## src/rtl/mw_pkg.sv

```systemverilog
package mw_pkg;
    typedef enum logic [2:0] {
        CMD_READ  = 3'd0,
        CMD_WRITE = 3'd1,
        CMD_WRAL  = 3'd2,
        CMD_WEN   = 3'd3,
        CMD_WDS   = 3'd4
    } mw_cmd_e;

    typedef enum logic [2:0] {
        ST_IDLE,
        ST_LOW,
        ST_HIGH,
        ST_GAP,
        ST_POLL
    } mw_st_e;

    localparam int unsigned WORD_W = 16;
endpackage

```

## src/rtl/mw_delay.sv

```systemverilog
// Loadable down-counter; done while the count rests at zero.
module mw_delay #(
    parameter int W = 8
) (
    input  logic         clk,
    input  logic         rst_n,
    input  logic         load,
    input  logic [W-1:0] value,
    output logic         done
);
    logic [W-1:0] cnt_q;

    always_ff @(posedge clk or negedge rst_n) begin
        if (!rst_n)            cnt_q <= '0;
        else if (load)         cnt_q <= value;
        else if (cnt_q != '0)  cnt_q <= cnt_q - 1'b1;
    end

    assign done = (cnt_q == '0);
endmodule

```

## src/rtl/mw_frame.sv

```systemverilog
// Builds the left-aligned outgoing bit pattern and the number of clock rises.
module mw_frame
    import mw_pkg::*;
#(
    parameter int AW   = 8,
    parameter int LENW = 4,
    parameter int FW   = 3 + AW + 16,
    parameter int CW   = 10
) (
    input  logic [2:0]      cmd,
    input  logic [AW-1:0]   addr,
    input  logic [15:0]     wdata,
    input  logic [LENW-1:0] len,
    output logic [FW-1:0]   frame,
    output logic [CW-1:0]   total,
    output logic            is_rd,
    output logic            needs_poll
);
    localparam int NHDR = 3 + AW;

    logic [1:0]      op;
    logic [AW-1:0]   afield;
    logic [15:0]     dfield;
    logic [LENW-1:0] nwords;

    always_comb begin
        op         = 2'b00;
        afield     = '0;
        dfield     = '0;
        is_rd      = 1'b0;
        needs_poll = 1'b0;
        nwords     = (len == '0) ? LENW'(1) : len;
        total      = CW'(NHDR);
        case (mw_cmd_e'(cmd))
            CMD_READ: begin
                op     = 2'b10;
                afield = addr;
                is_rd  = 1'b1;
                total  = CW'(NHDR) + (CW'(nwords) << 4);
            end
            CMD_WRITE: begin
                op         = 2'b01;
                afield     = addr;
                dfield     = wdata;
                needs_poll = 1'b1;
                total      = CW'(FW);
            end
            CMD_WRAL: begin
                afield     = {2'b01, addr[AW-3:0]};
                dfield     = wdata;
                needs_poll = 1'b1;
                total      = CW'(FW);
            end
            CMD_WEN: begin
                afield = {2'b11, {(AW-2){1'b0}}};
            end
            default: begin
                afield = '0;
            end
        endcase
        frame = {1'b1, op, afield, dfield};
    end
endmodule

```

## src/rtl/mw_host.sv

```systemverilog
module mw_host
    import mw_pkg::*;
#(
    parameter int AW      = 8,
    parameter int LENW    = 4,
    parameter int CLK_KHZ = 50000,
    parameter int TOUT_US = 10500
) (
    input  logic            clk,
    input  logic            rst_n,
    input  logic            req_valid,
    input  logic [2:0]      req_cmd,
    input  logic [AW-1:0]   req_addr,
    input  logic [15:0]     req_wdata,
    input  logic [LENW-1:0] req_len,
    output logic            busy,
    output logic            rd_valid,
    output logic [15:0]     rd_data,
    output logic            done,
    output logic            err_timeout,
    output logic            ee_cs,
    output logic            ee_sk,
    output logic            ee_di,
    input  logic            ee_do
);
    localparam int HALF_CYC = (CLK_KHZ * 250 + 999999) / 1000000;
    localparam int GAP_CYC  = (CLK_KHZ * 200 + 999999) / 1000000;
    localparam int MAXD     = (HALF_CYC > GAP_CYC) ? HALF_CYC : GAP_CYC;
    localparam int TW       = $clog2(MAXD + 1);
    localparam int POLL_CYC = CLK_KHZ * TOUT_US / 1000;
    localparam int PW       = $clog2(POLL_CYC + 1);
    localparam int NHDR     = 3 + AW;
    localparam int FW       = NHDR + 16;
    localparam int CW       = $clog2(NHDR + 16 * (2 ** LENW) + 1);

    typedef struct packed {
        mw_st_e          st;
        logic            cs;
        logic            sk;
        logic            di;
        logic [FW-1:0]   shreg;
        logic [CW-1:0]   rises;
        logic [CW-1:0]   total;
        logic            is_rd;
        logic            poll;
        logic            to;
        logic [3:0]      nbit;
        logic [15:0]     rx;
        logic [15:0]     rdata;
        logic            rd_valid;
        logic            done;
        logic            err;
    } state_t;

    state_t s_d, s_q;

    logic [FW-1:0] fb_frame;
    logic [CW-1:0] fb_total;
    logic          fb_rd, fb_poll;
    logic          t_load, t_done, p_load, p_done;
    logic [TW-1:0] t_val;

    mw_frame #(.AW(AW), .LENW(LENW), .FW(FW), .CW(CW)) i_frame (
        .cmd(req_cmd), .addr(req_addr), .wdata(req_wdata), .len(req_len),
        .frame(fb_frame), .total(fb_total), .is_rd(fb_rd), .needs_poll(fb_poll)
    );

    mw_delay #(.W(TW)) i_phase (
        .clk(clk), .rst_n(rst_n), .load(t_load), .value(t_val), .done(t_done)
    );

    mw_delay #(.W(PW)) i_poll (
        .clk(clk), .rst_n(rst_n), .load(p_load), .value(PW'(POLL_CYC)), .done(p_done)
    );

    always_comb begin
        s_d          = s_q;
        s_d.rd_valid = 1'b0;
        s_d.done     = 1'b0;
        s_d.err      = 1'b0;
        t_load       = 1'b0;
        t_val        = TW'(HALF_CYC - 1);
        p_load       = 1'b0;
        unique case (s_q.st)
            ST_IDLE: begin
                if (req_valid) begin
                    s_d.st    = ST_LOW;
                    s_d.cs    = 1'b1;
                    s_d.sk    = 1'b0;
                    s_d.shreg = fb_frame;
                    s_d.di    = fb_frame[FW-1];
                    s_d.rises = '0;
                    s_d.total = fb_total;
                    s_d.is_rd = fb_rd;
                    s_d.poll  = fb_poll;
                    s_d.to    = 1'b0;
                    s_d.nbit  = '0;
                    t_load    = 1'b1;
                end
            end
            ST_LOW: begin
                if (t_done) begin
                    // the rise just past carried a data bit (the dummy is rise NHDR)
                    if (s_q.is_rd && (s_q.rises > CW'(NHDR))) begin
                        s_d.rx   = {s_q.rx[14:0], ee_do};
                        s_d.nbit = s_q.nbit + 4'd1;
                        if (s_q.nbit == 4'd15) begin
                            s_d.rd_valid = 1'b1;
                            s_d.rdata    = {s_q.rx[14:0], ee_do};
                        end
                    end
                    t_load = 1'b1;
                    if (s_q.rises == s_q.total) begin
                        s_d.st = ST_GAP;
                        s_d.cs = 1'b0;
                        s_d.di = 1'b0;
                        t_val  = TW'(GAP_CYC - 1);
                    end else begin
                        s_d.st    = ST_HIGH;
                        s_d.sk    = 1'b1;
                        s_d.rises = s_q.rises + 1'b1;
                    end
                end
            end
            ST_HIGH: begin
                if (t_done) begin
                    s_d.sk    = 1'b0;
                    s_d.shreg = {s_q.shreg[FW-2:0], 1'b0};
                    s_d.di    = s_q.shreg[FW-2];
                    t_load    = 1'b1;
                    if (!s_q.is_rd && (s_q.rises == s_q.total)) begin
                        // drop select between the last data clock and the next one
                        s_d.st = ST_GAP;
                        s_d.cs = 1'b0;
                        s_d.di = 1'b0;
                        t_val  = TW'(GAP_CYC - 1);
                    end else begin
                        s_d.st = ST_LOW;
                    end
                end
            end
            ST_GAP: begin
                if (t_done) begin
                    if (s_q.poll) begin
                        s_d.st = ST_POLL;
                        s_d.cs = 1'b1;
                        s_d.di = 1'b0;
                        t_load = 1'b1;
                        t_val  = TW'(GAP_CYC - 1);
                        p_load = 1'b1;
                    end else begin
                        s_d.st   = ST_IDLE;
                        s_d.done = 1'b1;
                        s_d.err  = s_q.to;
                        s_d.to   = 1'b0;
                    end
                end
            end
            ST_POLL: begin
                if ((t_done && ee_do) || p_done) begin
                    s_d.st   = ST_GAP;
                    s_d.cs   = 1'b0;
                    s_d.poll = 1'b0;
                    s_d.to   = !(t_done && ee_do);
                    t_load   = 1'b1;
                    t_val    = TW'(GAP_CYC - 1);
                end
            end
            default: s_d.st = ST_IDLE;
        endcase
    end

    always_ff @(posedge clk or negedge rst_n) begin
        if (!rst_n) begin
            s_q    <= '0;
            s_q.st <= ST_IDLE;
        end else begin
            s_q <= s_d;
        end
    end

    assign busy        = (s_q.st != ST_IDLE);
    assign rd_valid    = s_q.rd_valid;
    assign rd_data     = s_q.rdata;
    assign done        = s_q.done;
    assign err_timeout = s_q.err;
    assign ee_cs       = s_q.cs;
    assign ee_sk       = s_q.sk;
    assign ee_di       = s_q.di;
endmodule

```

## config.mk

```make
export PLATFORM = sky130hd
export DESIGN_NAME = mw_host
export DESIGN_NICKNAME = d
export VERILOG_FILES = /design/src/rtl/mw_pkg.sv /design/src/rtl/mw_delay.sv /design/src/rtl/mw_frame.sv /design/src/rtl/mw_host.sv
export SDC_FILE = /design/constraint.sdc
export NUM_CORES = 1
export LEC_CHECK = 0
export BUFFER_PORTS_ARGS = -buffer_cell sky130_fd_sc_hd__buf_2
export CAP_MARGIN = 5
export CORE_MARGIN = 2
export CORE_UTILIZATION = 45
export CTS_CLUSTER_SIZE = 16
export DETAILED_ROUTE_END_ITERATION = 6
export GPL_TIMING_DRIVEN = 0
export PLACE_DENSITY = 0.61
export SYNTH_ARGS = -nofsm -noshare
export SYNTH_HDL_FRONTEND = slang
export SYNTH_SLANG_ARGS = --single-unit
```

## constraint.sdc

```tcl
create_clock -name clk -period 6.6 [get_ports clk]
set_clock_uncertainty 0.1 [all_clocks]
set_input_delay 0.33 -clock clk [delete_from_list [all_inputs] [get_ports clk]]
set_output_delay 0.33 -clock clk [all_outputs]
set_load 0.005 [all_outputs]
```

After elaboration in Yosys (flattened, before gate mapping)
Cells that the tools add are included.

$add $sub $neg: 5. Multiplexer cells: 62. Equality and inequality tests: 20. Magnitude comparators: 1. Reductions and logical operators: 38.

Operators by type and width (count): two-way mux 37 bit (2); two-way mux 58 bit (1); one-hot mux 26 bit (2 select lines) (1); two-way mux 20 bit (2); one-hot mux 9 bit (2 select lines) (2); two-way mux 33 bit (1); two-way mux 3 bit (8); one-hot mux 8 bit (3 select lines) (1); inequality test 2 bit, second input constant (11); logical NOT 20 bit (1); two-way mux 4 bit (5); nonzero test 20 bit (1); subtractor 20 x 1 -> 20 bit, second input constant (1); two-way mux 1 bit (19); two-way mux 9 bit (2); two-way mux 17 bit (1); two-way mux 16 bit (1); one-hot mux 3 bit (5 select lines) (1); AND reduction 5 bit (3); equality test 3 x 2 -> 1 bit, second input constant (4); one-hot mux 3 bit (4 select lines) (1); AND reduction 4 bit (3); two-way mux 2 bit (5); nonzero test 2 bit (5); other kinds (29) (44).

Output and inout port bits: 23. Bits of input ports: 35. Word-level logic and storage cells: 144. Register bits after elaboration: 116.

Depth between registers and ports, before layout
Depth in word-level cells: 6. Depth in mapped cells: 9. Mapped depth without buffers: 7.

Hierarchy
From an unflattened synthesis, not the netlist that was laid out.

Cells, all modules: 618. Area total of the unflattened synthesis: 6219.7 um^2.

By module, submodules not included: mw_host (cells each 424, sequential area each 2277.2 um^2, instances 1, area each 4403.0 um^2); mw_delay at i_poll (cells each 123, sequential area each 500.5 um^2, instances 1, area each 1202.4 um^2); mw_frame (cells each 49, sequential area each 0.0 um^2, instances 1, area each 380.4 um^2); mw_delay at i_phase (cells each 22, sequential area each 100.1 um^2, instances 1, area each 234.0 um^2).

Least setup slack after synthesis
Ideal clock, no wire load.

Kind: register -> register. Start point: register s_q[51] (netlist name). End point: register s_q (netlist bit rd_data[10]). Required time: 6373 ps. Clock period less this slack: 2630 ps. Arrival time: 2403 ps. Cell stages (with the launch flop): 9. Library setup time: 127 ps. Path buffers: 2. Setup slack: 3970 ps. Path through: dfrtp_1 > ha_1 > and3b_1 > o21ai_1 > a2111oi_4 > and4_1 > buf_4 > buf_6 > mux2_1.

Longest elaborated chain between the ends: 3.

RTL lines: from (decl) (RTL line mw_host.sv:55) `state_t s_d, s_q;`; > comparator 9 x 4 -> 1 bit (RTL line mw_host.sv:104) `if (s_q.is_rd && (s_q.rises > CW'(NHDR))) begin`; logical AND 1 bit (RTL line mw_host.sv:104); AND reduction 4 bit (no source line).

No other way between the ends. A chain may end at the register's enable or synchronous reset.

Worst setup path in the final report
Start point: register s_q[51] (netlist name). End point: register s_q (netlist bit rd_data[8]).

The elaborated chain is that of the path after synthesis.

==> flow_metrics.env <==
export IMPL_vdd_drop_max_v=0.000269
export IMPL_final_layout_size_suffix_gt1_share_pct=20.8
export IMPL_dp_cells=742
export IMPL_stdcell_area_um2=6340
export IMPL_first_iter_violations=243
export IMPL_cts_buffers=9
export IMPL_place_gp_congestion=0.864
export IMPL_outcome="finished, final reports clean"
export IMPL_fmax_ghz=0.329
export IMPL_antenna_found_initial=0
export IMPL_synthSimpleGateAreaFrac_pct=16.0
export IMPL_cts_resized=0
export IMPL_hold_ws_ps=105
export IMPL_ys_flop_type="dfrtp_1"
export IMPL_cts_tree="done"
export IMPL_cts_root_buf="clkbuf_16"
export IMPL_synthArstFlopShare_pct=100
export IMPL_pre_cts_ws_ps=3550
export IMPL_netSwitchingPower_uw=780
export IMPL_cts_setup_buffers=0
export IMPL_dr_pass1_iters=4
export IMPL_cp_max_fo=10
export IMPL_viasPerCell=5.51
export IMPL_power_mw=2.20
export IMPL_synthDistinctLibCells=63
export IMPL_synth_area_leaders="dfrtp_1, mux2_2, o21ai_0"
export IMPL_synth_seq_cells=111
export IMPL_cts_buffer_depth=2
export IMPL_muxShareOfSynthArea_pct=7.68
export IMPL_pin_count=58
export IMPL_tns_ps=0
export IMPL_worstSetupStartpointType="flip-flop"
export IMPL_clock_power_share_pct=26.6
export IMPL_initial_core_util_pct=46.0
export IMPL_fin_nets=648
export IMPL_grt_max_degree=58
export IMPL_dieArea_um2=13200
export IMPL_synth_fa_ha_area_share_pct=1.36
export IMPL_cts_hold_buffers=1
export IMPL_routed_wl_um=11600
export IMPL_yosys_warnings=0
export IMPL_synth_xor_area_share_pct=3.81
export IMPL_rows=40
export IMPL_critPathArrivalTime_ps=3180
export IMPL_cp_required_ps=6740
export IMPL_crit_type="flip-flop to flip-flop"
export IMPL_coreArea_um2=12000
export IMPL_dp_hpwl_um=8220
export IMPL_synth_compound_area_share_pct=15.6
export IMPL_seq_area_frac_synth_pct=50.3
export IMPL_htreeDepth=3
export IMPL_worst_slack_ps=3560
export IMPL_drcViolationCount=0
export IMPL_worstHoldPathType="input port to flip-flop"
export IMPL_comb_power_share_pct=29.2
export IMPL_worst_pin_slew_ps=791
export IMPL_fillers=1141
export IMPL_p_per_area_nw_per_um2=347
export IMPL_ant_nets=0
export IMPL_grt_pass1_wl_um=19900
export IMPL_setup_viol=0
export IMPL_seqPwrFrac_pct=44.2
export IMPL_yosys_top_cells_count="dfrtp_1, nand2_1, o21ai_0, nor2_1, mux2_2"
export IMPL_power_leakage_nw=2.96
export IMPL_clock_sinks=111
export IMPL_cts_clk_slew_worst_paths_ps=70
export IMPL_syn_area_um2=5520
export IMPL_grt_overflow=0
export IMPL_fp_dieW_um=115
export IMPL_portBuffers=54
export IMPL_slew_headroom_pct=47.2
export IMPL_p_sw_share_pct=35.4
export IMPL_yosysMostFrequentCell="dfrtp_1"
export IMPL_maxSlewViolCount=0
export IMPL_finalCriticalPeriod_ps=3040
export IMPL_post_route_period_util_pct=46.1
export IMPL_utilization_pct=52.8
export IMPL_die_h_um=115
export IMPL_avgSynthCellArea_um2=10.2
export IMPL_wl_per_cell_um=15.3
export IMPL_area_delta_synth_final_pct=14.9
export IMPL_diodes=0
export IMPL_clock_latency_ps=360
export IMPL_rsz0062_at_grt="no"
export IMPL_worstSetupEndpointType="flip-flop"
export IMPL_syn_num_nets=581
export IMPL_final_cells=759
export IMPL_timing_max_cap_violations=0
export IMPL_placed_area_um2=6010
export IMPL_power_internal_mw=1.42
export IMPL_routed_via_count=4182
export IMPL_netlist_area_leader_share_pct=50.3
export IMPL_hold_viol=0
export IMPL_grt_pass1_vias=4117
export IMPL_synthCells=540
export IMPL_synth_largest_area_cell="dfrtp_1"
export IMPL_synth_top_family_by_area="simple AND/OR/NAND/NOR gates"
export IMPL_grtUsageTotal_pct=18.8
export IMPL_synth_edf_count=0
[state kept, by name, indices dropped and copies added (netlist names)]
signal         flops
err_timeout        1
rd_data           16
ee_sk              1
ee_cs              1
s_q               65
i_poll.cnt_q      20
done               1
i_phase.cnt_q      4
rd_valid           1
ee_di              1
[power groups by stage]
stage / Combinational (mW) / Clock [mW] / Sequential, mW
2_1_floorplan: 0.474 / 0 / 0.948
3_5_place_dp: 0.636 / 0 / 0.984
5_1_grt: 0.730 / 0.629 / 0.996
4_1_cts: 0.641 / 0.608 / 0.971
6_report: 0.643 / 0.585 / 0.974
3_3_place_gp: 0.618 / 0 / 0.975
[critical path, cell delays in order (launching register included)]
cell	delay, ps
dfrtp_1	470
ha_1	300
and3b_1	220
o21ai_1	120
a2111oi_4	750
and4_1	280
buf_4	170
buf_6	170
mux2_1	330
[area by class of cell]
class	instances	area [um^2]	share of cell area, %
buffer	44	239	3.77
sequential	111	2780	43.8
multi-input combinational	370	2450	38.6
tap	147	184	2.90
clock buffer	9	225	3.55
clock inverter	7	97.6	1.54
timing repair buffer	56	314	4.95
inverter	15	56.3	0.887
[per-layer routing]
| layer | share of wire, % | track usage, % | up-vias |
|---|---|---|---|
| met3 | 3.4 | 4.43 | 11 |
| met2 | 48 | 30.1 | 67 |
| met5 | 0 | 0 | - |
| met1 | 47 | 25.8 | 2053 |
| li1 | - | - | 2051 |
| met4 | 1.4 | 5.46 | 0 |
[final timing paths]
check | cells past startpoint | startpoint | endpoint | slack [ps]
max in group asynchronous | 3 | rst_n | i_poll.cnt_q[7] | 5360
min reg2reg | 2 | s_q[47] | s_q[47] | 390
min | 3 | req_len[3] | s_q[49] | 110
max | 8 | s_q[51] | rd_data[8] | 3560
min in group asynchronous | 2 | rst_n | rd_valid | 390
max reg2reg | 8 | s_q[51] | rd_data[8] | 3560
[kinds of logic (layout without fill, tap and decap cells)]
family | Yosys count | count (layout)
simple gates | 173 | 173
fa+ha+maj | 6 | 6
mux | 38 | 38
buf+inv | 59 | 131
flops | 111 | 111
xor+xnor | 24 | 24
compound gates | 129 | 129
[cells in the final DEF, fill, tap and decap left out, drive strengths merged, types with 6 or more instances in the layout]
master	instances
xor2	16
buf	76
inv	15
nor2	35
or4	9
nor3	9
a22oi	22
nand2	57
nand4	6
mux2	35
ha	6
or3	7
nand2b	6
and3	6
nand3	10
dfrtp	111
xnor2	8
clkbuf	32
o21ai	45
a21oi	22
Power figures use the tool's default switching activity.
